[src/rtl/nrzi_tx_pkg.sv]
package nrzi_tx_pkg;

  typedef enum logic [2:0] {
    ST_IDLE,
    ST_SYNC,
    ST_HDR,
    ST_WAIT,
    ST_PAY
  } tx_state_e;

  // Line level after one bit slot: a one inverts, a zero holds.
  function automatic logic level_after(input logic level, input logic bit_val);
    return level ^ bit_val;
  endfunction

  // A stuffed one is due once the zero run has reached its limit.
  function automatic logic stuff_due(input int unsigned run, input int unsigned limit);
    return run == limit;
  endfunction

  // Zero-run count after a slot that carried bit_val.
  function automatic int unsigned run_after(input int unsigned run, input logic bit_val);
    return bit_val ? 0 : run + 1;
  endfunction

endpackage

[src/rtl/nrzi_tx_framer.sv]
module nrzi_tx_framer
  import nrzi_tx_pkg::*;
#(
  parameter int WORD_W   = 16,
  parameter int LEN_W    = 8,
  parameter int SYNC_LEN = 3
) (
  input  logic              clk,
  input  logic              rst_n,
  input  logic              in_valid,
  input  logic [WORD_W-1:0] in_data,
  output logic              in_ready,
  input  logic              take,
  output logic              frame_bit,
  output logic              hdr_accept,
  output logic              word_accept,
  output logic              last_bit
);
  localparam int CNT_MAX = (WORD_W > SYNC_LEN) ? WORD_W : SYNC_LEN;
  localparam int CNT_W   = (CNT_MAX > 1) ? $clog2(CNT_MAX) : 1;

  tx_state_e         state;
  logic [WORD_W-1:0] shreg;
  logic [CNT_W-1:0]  bit_cnt;
  logic [LEN_W-1:0]  words_left;
  logic              has_bit;
  logic              consume;

  assign has_bit     = (state == ST_SYNC) || (state == ST_HDR) || (state == ST_PAY);
  assign in_ready    = (state == ST_IDLE) || (state == ST_WAIT);
  assign hdr_accept  = in_valid && (state == ST_IDLE);
  assign word_accept = in_valid && (state == ST_WAIT);
  assign consume     = take && has_bit;
  assign last_bit    = consume && (bit_cnt == '0);

  always_comb begin
    case (state)
      ST_SYNC:        frame_bit = 1'b1;
      ST_HDR, ST_PAY: frame_bit = shreg[WORD_W-1];
      default:        frame_bit = 1'b0;
    endcase
  end

  always_ff @(posedge clk) begin
    if (!rst_n) begin
      state      <= ST_IDLE;
      shreg      <= '0;
      bit_cnt    <= '0;
      words_left <= '0;
    end else begin
      case (state)
        ST_IDLE: begin
          if (hdr_accept) begin
            shreg      <= in_data;
            words_left <= in_data[LEN_W-1:0];
            bit_cnt    <= CNT_W'(SYNC_LEN - 1);
            state      <= ST_SYNC;
          end
        end
        ST_SYNC: begin
          if (consume) begin
            if (bit_cnt == '0) begin
              bit_cnt <= CNT_W'(WORD_W - 1);
              state   <= ST_HDR;
            end else begin
              bit_cnt <= bit_cnt - 1'b1;
            end
          end
        end
        ST_HDR, ST_PAY: begin
          if (consume) begin
            shreg <= {shreg[WORD_W-2:0], 1'b0};
            if (bit_cnt == '0) begin
              state <= (words_left == '0) ? ST_IDLE : ST_WAIT;
            end else begin
              bit_cnt <= bit_cnt - 1'b1;
            end
          end
        end
        ST_WAIT: begin
          if (word_accept) begin
            shreg      <= in_data;
            bit_cnt    <= CNT_W'(WORD_W - 1);
            words_left <= words_left - 1'b1;
            state      <= ST_PAY;
          end
        end
        default: state <= ST_IDLE;
      endcase
    end
  end

endmodule

[src/rtl/nrzi_tx_stuffer.sv]
module nrzi_tx_stuffer
  import nrzi_tx_pkg::*;
#(
  parameter int STUFF_RUN = 6,
  parameter int RUN_W     = $clog2(STUFF_RUN + 1)
) (
  input  logic             clk,
  input  logic             rst_n,
  input  logic             bit_en,
  input  logic             frame_bit,
  output logic             slot_bit,
  output logic             stuff_now,
  output logic             take,
  output logic [RUN_W-1:0] run
);
  assign stuff_now = stuff_due(int'(run), STUFF_RUN);
  assign slot_bit  = stuff_now || frame_bit;
  assign take      = bit_en && !stuff_now;

  always_ff @(posedge clk) begin
    if (!rst_n) begin
      run <= '0;
    end else if (bit_en) begin
      run <= RUN_W'(run_after(int'(run), slot_bit));
    end
  end

endmodule

[src/rtl/nrzi_tx_line.sv]
module nrzi_tx_line
  import nrzi_tx_pkg::*;
#(
  parameter logic INIT_LEVEL = 1'b0
) (
  input  logic clk,
  input  logic rst_n,
  input  logic bit_en,
  input  logic slot_bit,
  output logic line_out
);
  always_ff @(posedge clk) begin
    if (!rst_n) begin
      line_out <= INIT_LEVEL;
    end else if (bit_en) begin
      line_out <= level_after(line_out, slot_bit);
    end
  end

endmodule

[src/rtl/nrzi_frame_tx.sv]
module nrzi_frame_tx #(
  parameter int   WORD_W     = 16,
  parameter int   LEN_W      = 8,
  parameter int   SYNC_LEN   = 3,
  parameter int   STUFF_RUN  = 6,
  parameter logic INIT_LEVEL = 1'b0
) (
  input  logic              clk,
  input  logic              rst_n,
  input  logic              bit_en,
  input  logic              in_valid,
  input  logic [WORD_W-1:0] in_data,
  output logic              in_ready,
  output logic              line_out
);
  localparam int RUN_W = $clog2(STUFF_RUN + 1);

  logic             frame_bit;
  logic             slot_bit;
  logic             stuff_now;
  logic             take;
  logic             hdr_accept;
  logic             word_accept;
  logic             last_bit;
  logic [RUN_W-1:0] run;

  nrzi_tx_framer #(
    .WORD_W  (WORD_W),
    .LEN_W   (LEN_W),
    .SYNC_LEN(SYNC_LEN)
  ) u_framer (
    .clk        (clk),
    .rst_n      (rst_n),
    .in_valid   (in_valid),
    .in_data    (in_data),
    .in_ready   (in_ready),
    .take       (take),
    .frame_bit  (frame_bit),
    .hdr_accept (hdr_accept),
    .word_accept(word_accept),
    .last_bit   (last_bit)
  );

  nrzi_tx_stuffer #(
    .STUFF_RUN(STUFF_RUN),
    .RUN_W    (RUN_W)
  ) u_stuffer (
    .clk      (clk),
    .rst_n    (rst_n),
    .bit_en   (bit_en),
    .frame_bit(frame_bit),
    .slot_bit (slot_bit),
    .stuff_now(stuff_now),
    .take     (take),
    .run      (run)
  );

  nrzi_tx_line #(
    .INIT_LEVEL(INIT_LEVEL)
  ) u_line (
    .clk     (clk),
    .rst_n   (rst_n),
    .bit_en  (bit_en),
    .slot_bit(slot_bit),
    .line_out(line_out)
  );

endmodule

[config.mk]
export PLATFORM = sky130hd
export DESIGN_NAME = nrzi_frame_tx
export DESIGN_NICKNAME = d
export VERILOG_FILES = /design/src/rtl/nrzi_tx_pkg.sv /design/src/rtl/nrzi_tx_framer.sv /design/src/rtl/nrzi_tx_stuffer.sv /design/src/rtl/nrzi_tx_line.sv /design/src/rtl/nrzi_frame_tx.sv
export SDC_FILE = /design/constraint.sdc
export NUM_CORES = 1
export LEC_CHECK = 0
export BUFFER_PORTS_ARGS = -buffer_cell sky130_fd_sc_hd__buf_4
export CAP_MARGIN = 20
export CORE_MARGIN = 2
export CORE_UTILIZATION = 50
export CTS_CLUSTER_SIZE = 12
export DETAILED_ROUTE_END_ITERATION = 12
export MAX_ROUTING_LAYER = met4
export PLACE_DENSITY_LB_ADDON = 0.12
export SYNTH_ARGS = -nofsm -noshare
export SYNTH_HDL_FRONTEND = slang
export SYNTH_SLANG_ARGS = --single-unit
[constraint.sdc]
create_clock -name clk -period 1.8 [get_ports clk]
set_input_delay 0.09 -clock clk [delete_from_list [all_inputs] [get_ports clk]]
set_output_delay 0.09 -clock clk [all_outputs]
set_load 0.02 [all_outputs]
== Word-level counts from Yosys, hierarchy flattened ==
Cells that the tools add are included.

* Logic and storage cells: 66
* Register bits after elaboration: 35

* Add/sub/neg operators: 3
* Eq/ne operators: 12
* Bitwise operators: 1
* Reduce and logical (&&, ||, !) cells: 20
* Multiplexer cells: 24

{| class="wikitable"
|+ Operators with widths
! cell !! count
|-
| $mux W16 || 3
|-
| $pmux W16 S3 || 1
|-
| $mux W4 || 6
|-
| $mux W3 || 7
|-
| $mux W8 || 2
|-
| $pmux W4 S4 || 1
|-
| $pmux W8 S2 || 1
|-
| $pmux W3 S4 || 1
|-
| $reduce_and A6 Y1 || 2
|-
| $logic_not A8 Y1 || 1
|-
| $ne A2 B1 Y1 const B || 4
|-
| $sub A8 B1 Y8 const B || 1
|-
| $eq A3 B2 Y1 const B || 2
|-
| $eq A3 B3 Y1 const B || 2
|-
| $ne A2 B2 Y1 const B || 3
|-
| $logic_and A1 B1 Y1 || 4
|-
| $logic_not A4 Y1 || 1
|-
| $logic_or A1 B1 Y1 || 4
|-
| $reduce_and A4 Y1 || 1
|-
| $reduce_bool A4 Y1 || 1
|-
| $sub A4 B1 Y4 const B || 1
|-
| $add A3 B1 Y3 const B || 1
|-
| $eq A3 B1 Y1 const B || 1
|-
| $logic_not A3 Y1 || 1
|-
| other kinds (8) || 8
|}

== Longest topological paths before layout ==
* Depth after elaboration: 6
* Mapped depth: 8

== By module ==
Synthesis repeated with hierarchy kept, for this count alone.

* Cell total of the unflattened synthesis: 246
* Area, all modules: 2105.8 µm²

{| class="wikitable"
|+ Modules (own cells, without submodules)
! module !! area an instance (µm²) !! instances !! sequential area each (µm²) !! cells each
|-
| nrzi_tx_framer || 1876.8 || 1 || 620.6 || 221
|-
| nrzi_tx_stuffer || 185.2 || 1 || 60.1 || 20
|-
| nrzi_tx_line || 43.8 || 1 || 20.0 || 5
|}

== Least setup slack after synthesis ==
Ideal clock, no wire load.

* Path kind: flip-flop to flip-flop
* Start point: reg u_framer.bit_cnt[0]
* End point: reg u_framer.bit_cnt[3]
* Buffers on the path: 0
* Path slack: -0.069 ns
* Library setup time: 0.135 ns
* Arrival time: 1.735 ns
* Clock period less this slack: 1.869 ns
* Cell stages (with the launch flop): 8
* Data required time: 1.665 ns
* Cell sequence: dfxtp_1 -> inv_1 -> ha_1 -> or3b_1 -> a311oi_1 -> o31ai_4 -> o311ai_0 -> o21ai_0

* Longest elaborated chain between the ends: 4
* Elaborated cells between the ends (all ways): 9

{| class="wikitable"
|+ RTL lines
! element !! RTL line !! RTL
|-
| start: declaration || nrzi_tx_framer.sv:24 || <nowiki>logic [CNT_W-1:0] bit_cnt;</nowiki>
|-
| start signal: assignment || nrzi_tx_framer.sv:56 || <nowiki>bit_cnt <= CNT_W'(SYNC_LEN - 1);</nowiki>
|-
| start signal: assignment || nrzi_tx_framer.sv:63 || <nowiki>bit_cnt <= CNT_W'(WORD_W - 1);</nowiki>
|-
| start signal: assignment || nrzi_tx_framer.sv:66 || <nowiki>bit_cnt <= bit_cnt - 1'b1;</nowiki>
|-
| $sub A4 B1 Y4 or $logic_not A4 Y1 (tied branches) || n/a ||
|-
| $mux W4, on equally long branches || nrzi_tx_framer.sv:73, nrzi_tx_framer.sv:62 ||
|-
| $mux W4, on equally long branches || nrzi_tx_framer.sv:71, nrzi_tx_framer.sv:61 ||
|-
| $pmux W4 S4 || nrzi_tx_framer.sv:51 || <nowiki>case (state)</nowiki>
|}

Parallel ways exist; a longest one is shown, timed or not. The select of a mux whose other input is x is not followed.
A chain may end at the register's enable or synchronous reset.

== Worst setup path in the final report ==
* Start point: reg u_framer.bit_cnt[0]
* End point: reg u_framer.bit_cnt[2]

Same word-level chain as after synthesis.

==> results.yml <==
outcome:
  outcome: "complete, but fails checks"
  violations: "setup timing"
critical_path:
  path_class: "flop to flop"
  crit_path_max_fanout: 6
  arrival_ps: 2010
  cp_data_required_time_ps: 2000
  cp-end-kind: "flop"
  startpoint_type: "flop"
sta:
  worst_slew_pin_slew_ps: 602
  min_period_over_period_pct: 101
  maxSlewViolCount: 0
  hold_viol: 0
  setup_ws_ps: -14.0
  fmax_mhz: 551
  finalSetupViolations: 1
  final.min_clock_period_ps: 1810
  rsz0062_at_grt: "yes"
  clock_skew_ps: 4.21
  slew_headroom_pct: 59.7
  whs_ps: 28.3
die:
  coreArea_mm2: 0.00397
  die_y_um: 67.9
  rows: 23
  initial_core_util_pct: 51.4
  dieWidth_um: 67.9
  io_pins: 22
  die-area_mm2: 0.00461
cells_and_area:
  areaGrowthSynthToFinish_pct: 32.6
  layout_common_cells: "buf_4 (48), nor2_1 (34), dfxtp_1 (31)"
  layout-drive-gt1-share_pct: 31.0
  fin_nets: 311
  layoutNonFillerInstCount: 337
  utilization_pct: 68.1
  diodes: 0
  final_common_cell: "buf_4"
clock_tree:
  cts_tree: "yes"
  h-tree-depth: 2
  clock_latency_ps: 280
  cts.clk_slew.worst_paths_ps: 70
  cts_made_buffers: 5
  cts_root_buf: "clkbuf_8"
  clock_path_buffers: 2
  clock_sinks: 35
place:
  dpl.hpwl_mm: 3.32
  routabilityCongestion: 0.898
  place_inst: 320
  portBuffers: 21
global_routing:
  antenna_found_initial: 0
  first_global_vias: 1715
  gr-total-overflow: 0
  grt_pass1_wl_mm: 7.82
  grt_max_degree: 24
  grtUsageTotal_pct: 22.9
power:
  power_frac_seq_pct: 26.7
  swShare_pct: 40.2
  p_leak_nw: 1.04
  power_switching_mw: 1.92
  comb_power_share_pct: 61.5
  power.internal_mw: 2.86
  p_total_mw: 4.78
  peakVddDrop_uv: 773
  power_density_mw_per_mm2: 1770
  clockPowerShare_pct: 11.7
routing:
  num_vias: 1917
  drtIter0Drc: 131
  dr.pass1.iters: 4
  avgRoutedWirePerCell_um: 15.1
  routed_via_density: 5.69
  routed_wirelength_mm: 5.09
  ant_nets: 0
  drc: 0
yosys:
  synth_cell_types: 51
  synth-edff-count: 0
  async_reset_ff_share_pct: 0
  ys.flop_type: "dfxtp_1"
  syn-cell-area_mm2: 0.00204
  synth_nets: 262
  ys_ff_latch: 35
  ys_seq_area_share_pct: 34.3
  yosysWarnings: 0
  postSynthAreaPerCell_um2: 8.61
  synth_cells: 237
worst_hold_path:
  hold_class: "input port to flop"
job:
  maxCapViolCount: 0
## per-layer routing
layer	track usage, %	vias up	part of all wire, %
li1	-	976	-
met2	36.5	39	47
met3	3.62	3	3.5
met4	5.00	0	0.47
met1	30.9	899	49
met5	-	-	0
## area by class of cell
type,instances,area (µm²)
Multi-Input combinational cell,179,1300
Fill cell,352,1270
Sequential cell,35,706
Timing Repair Buffer,56,520
Clock buffer,6,72.6
Tap cell,50,62.6
Inverter,9,33.8
Clock inverter,2,12.5
## kinds of logic (layout without fill, tap and decap cells)
logic type | count (synthesis) | in the layout | synth area share [%]
AO/OA/AOI/OAI | 77 | 77 | 28.5
AND/OR/NAND/NOR | 76 | 76 | 18.4
flip-flops | 35 | 35 | 34.3
buffers and inverters | 23 | 73 | 5.76
multiplexers | 16 | 16 | 7.85
adder cells (fa/ha/maj) | 5 | 5 | 3.07
XOR/XNOR | 5 | 5 | 2.15
## worst max-delay path, cell delays in order, from the launching register on
cell and delay [ps]:
dfxtp_2 330, inv_2 70, ha_4 130, or3b_4 400
a311oi_4 300, o31ai_4 150, buf_4 160, a221oi_2 190
## through the flow
step / instance area, µm² / setup TNS [ps] / worst slack, ps
finish: 2710 / -14.0 / -14.0
global route: 2710 / -647 / -76.5
CTS: 2560 / -85.0 / -31.5
detailed placement: 2400 / -45.0 / -27.3
global placement: 2400 / -9.42 / -9.42
floorplan: 2050 / 0 / 38.1
## cells in the mapped netlist (2+ instances only)
library cell	count	area, µm²
buf_2	4	20.0
a22o_1	2	17.5
nor3b_1	3	22.5
a211oi_1	19	143
and2_1	2	12.5
ha_1	5	62.6
o2111ai_1	2	17.5
o21ai_0	13	65.1
o31ai_1	5	37.5
dfxtp_1	35	701
inv_1	9	33.8
nand2b_1	2	12.5
mux2i_1	16	160
nor3_1	3	15.0
a221oi_1	2	17.5
clkbuf_1	5	18.8
nor2_1	34	128
nor2b_1	3	18.8
nor3b_2	2	25.0
a21oi_1	14	70.1
xor2_1	3	26.3
o31ai_4	2	42.5
a32oi_1	2	17.5
buf_4	3	22.5
nand3_1	3	15.0
nor4_1	2	12.5
xnor2_1	2	17.5
nand2_1	15	56.3
buf_6	2	22.5
a21boi_0	2	15.0
## power by group through the flow
stage / sequential [mW] / clock (mW) / combinational, mW
after floorplan: 1.23 / 0 / 1.62
after global placement: 1.27 / 0 / 2.28
after detailed placement: 1.27 / 0 / 2.30
after CTS: 1.27 / 0.565 / 2.55
after global routing: 1.31 / 0.602 / 3.22
final: 1.28 / 0.560 / 2.94
## flip-flops by register name, indices dropped and copies added (netlist names)
| name | count |
|---|---|
| u_framer.bit_cnt | 4 |
| u_framer.shreg | 16 |
| u_framer.state | 3 |
| u_framer.words_left | 8 |
| u_line.line_out | 1 |
| u_stuffer.run | 3 |
## timing repair
| item | in CTS | in global routing |
|---|---|---|
| endpoints found under the setup margin | 14 | 21 |
| gates resized for setup | 11 | 12 |
| setup buffers | 1 | 5 |
| gates cloned | 1 | 2 |
| hold endpoints to repair | 0 | 0 |
| pin swaps | 7 | 21 |
| hold buffers | 0 | 0 |
## path summary, 6_finish.rpt
| kind | startpoint | end | slack [ps] | cells past startpoint |
|---|---|---|---|---|
| max | u_framer.bit_cnt[0] | u_framer.bit_cnt[2] | -10 | 7 |
| min | bit_en | u_stuffer.run[1] | 30 | 2 |
| max reg2reg | u_framer.bit_cnt[0] | u_framer.bit_cnt[2] | -10 | 7 |
| min reg2reg | u_framer.shreg[0] | u_framer.shreg[0] | 480 | 2 |
Note: power is estimated with default switching activity, not from simulation.
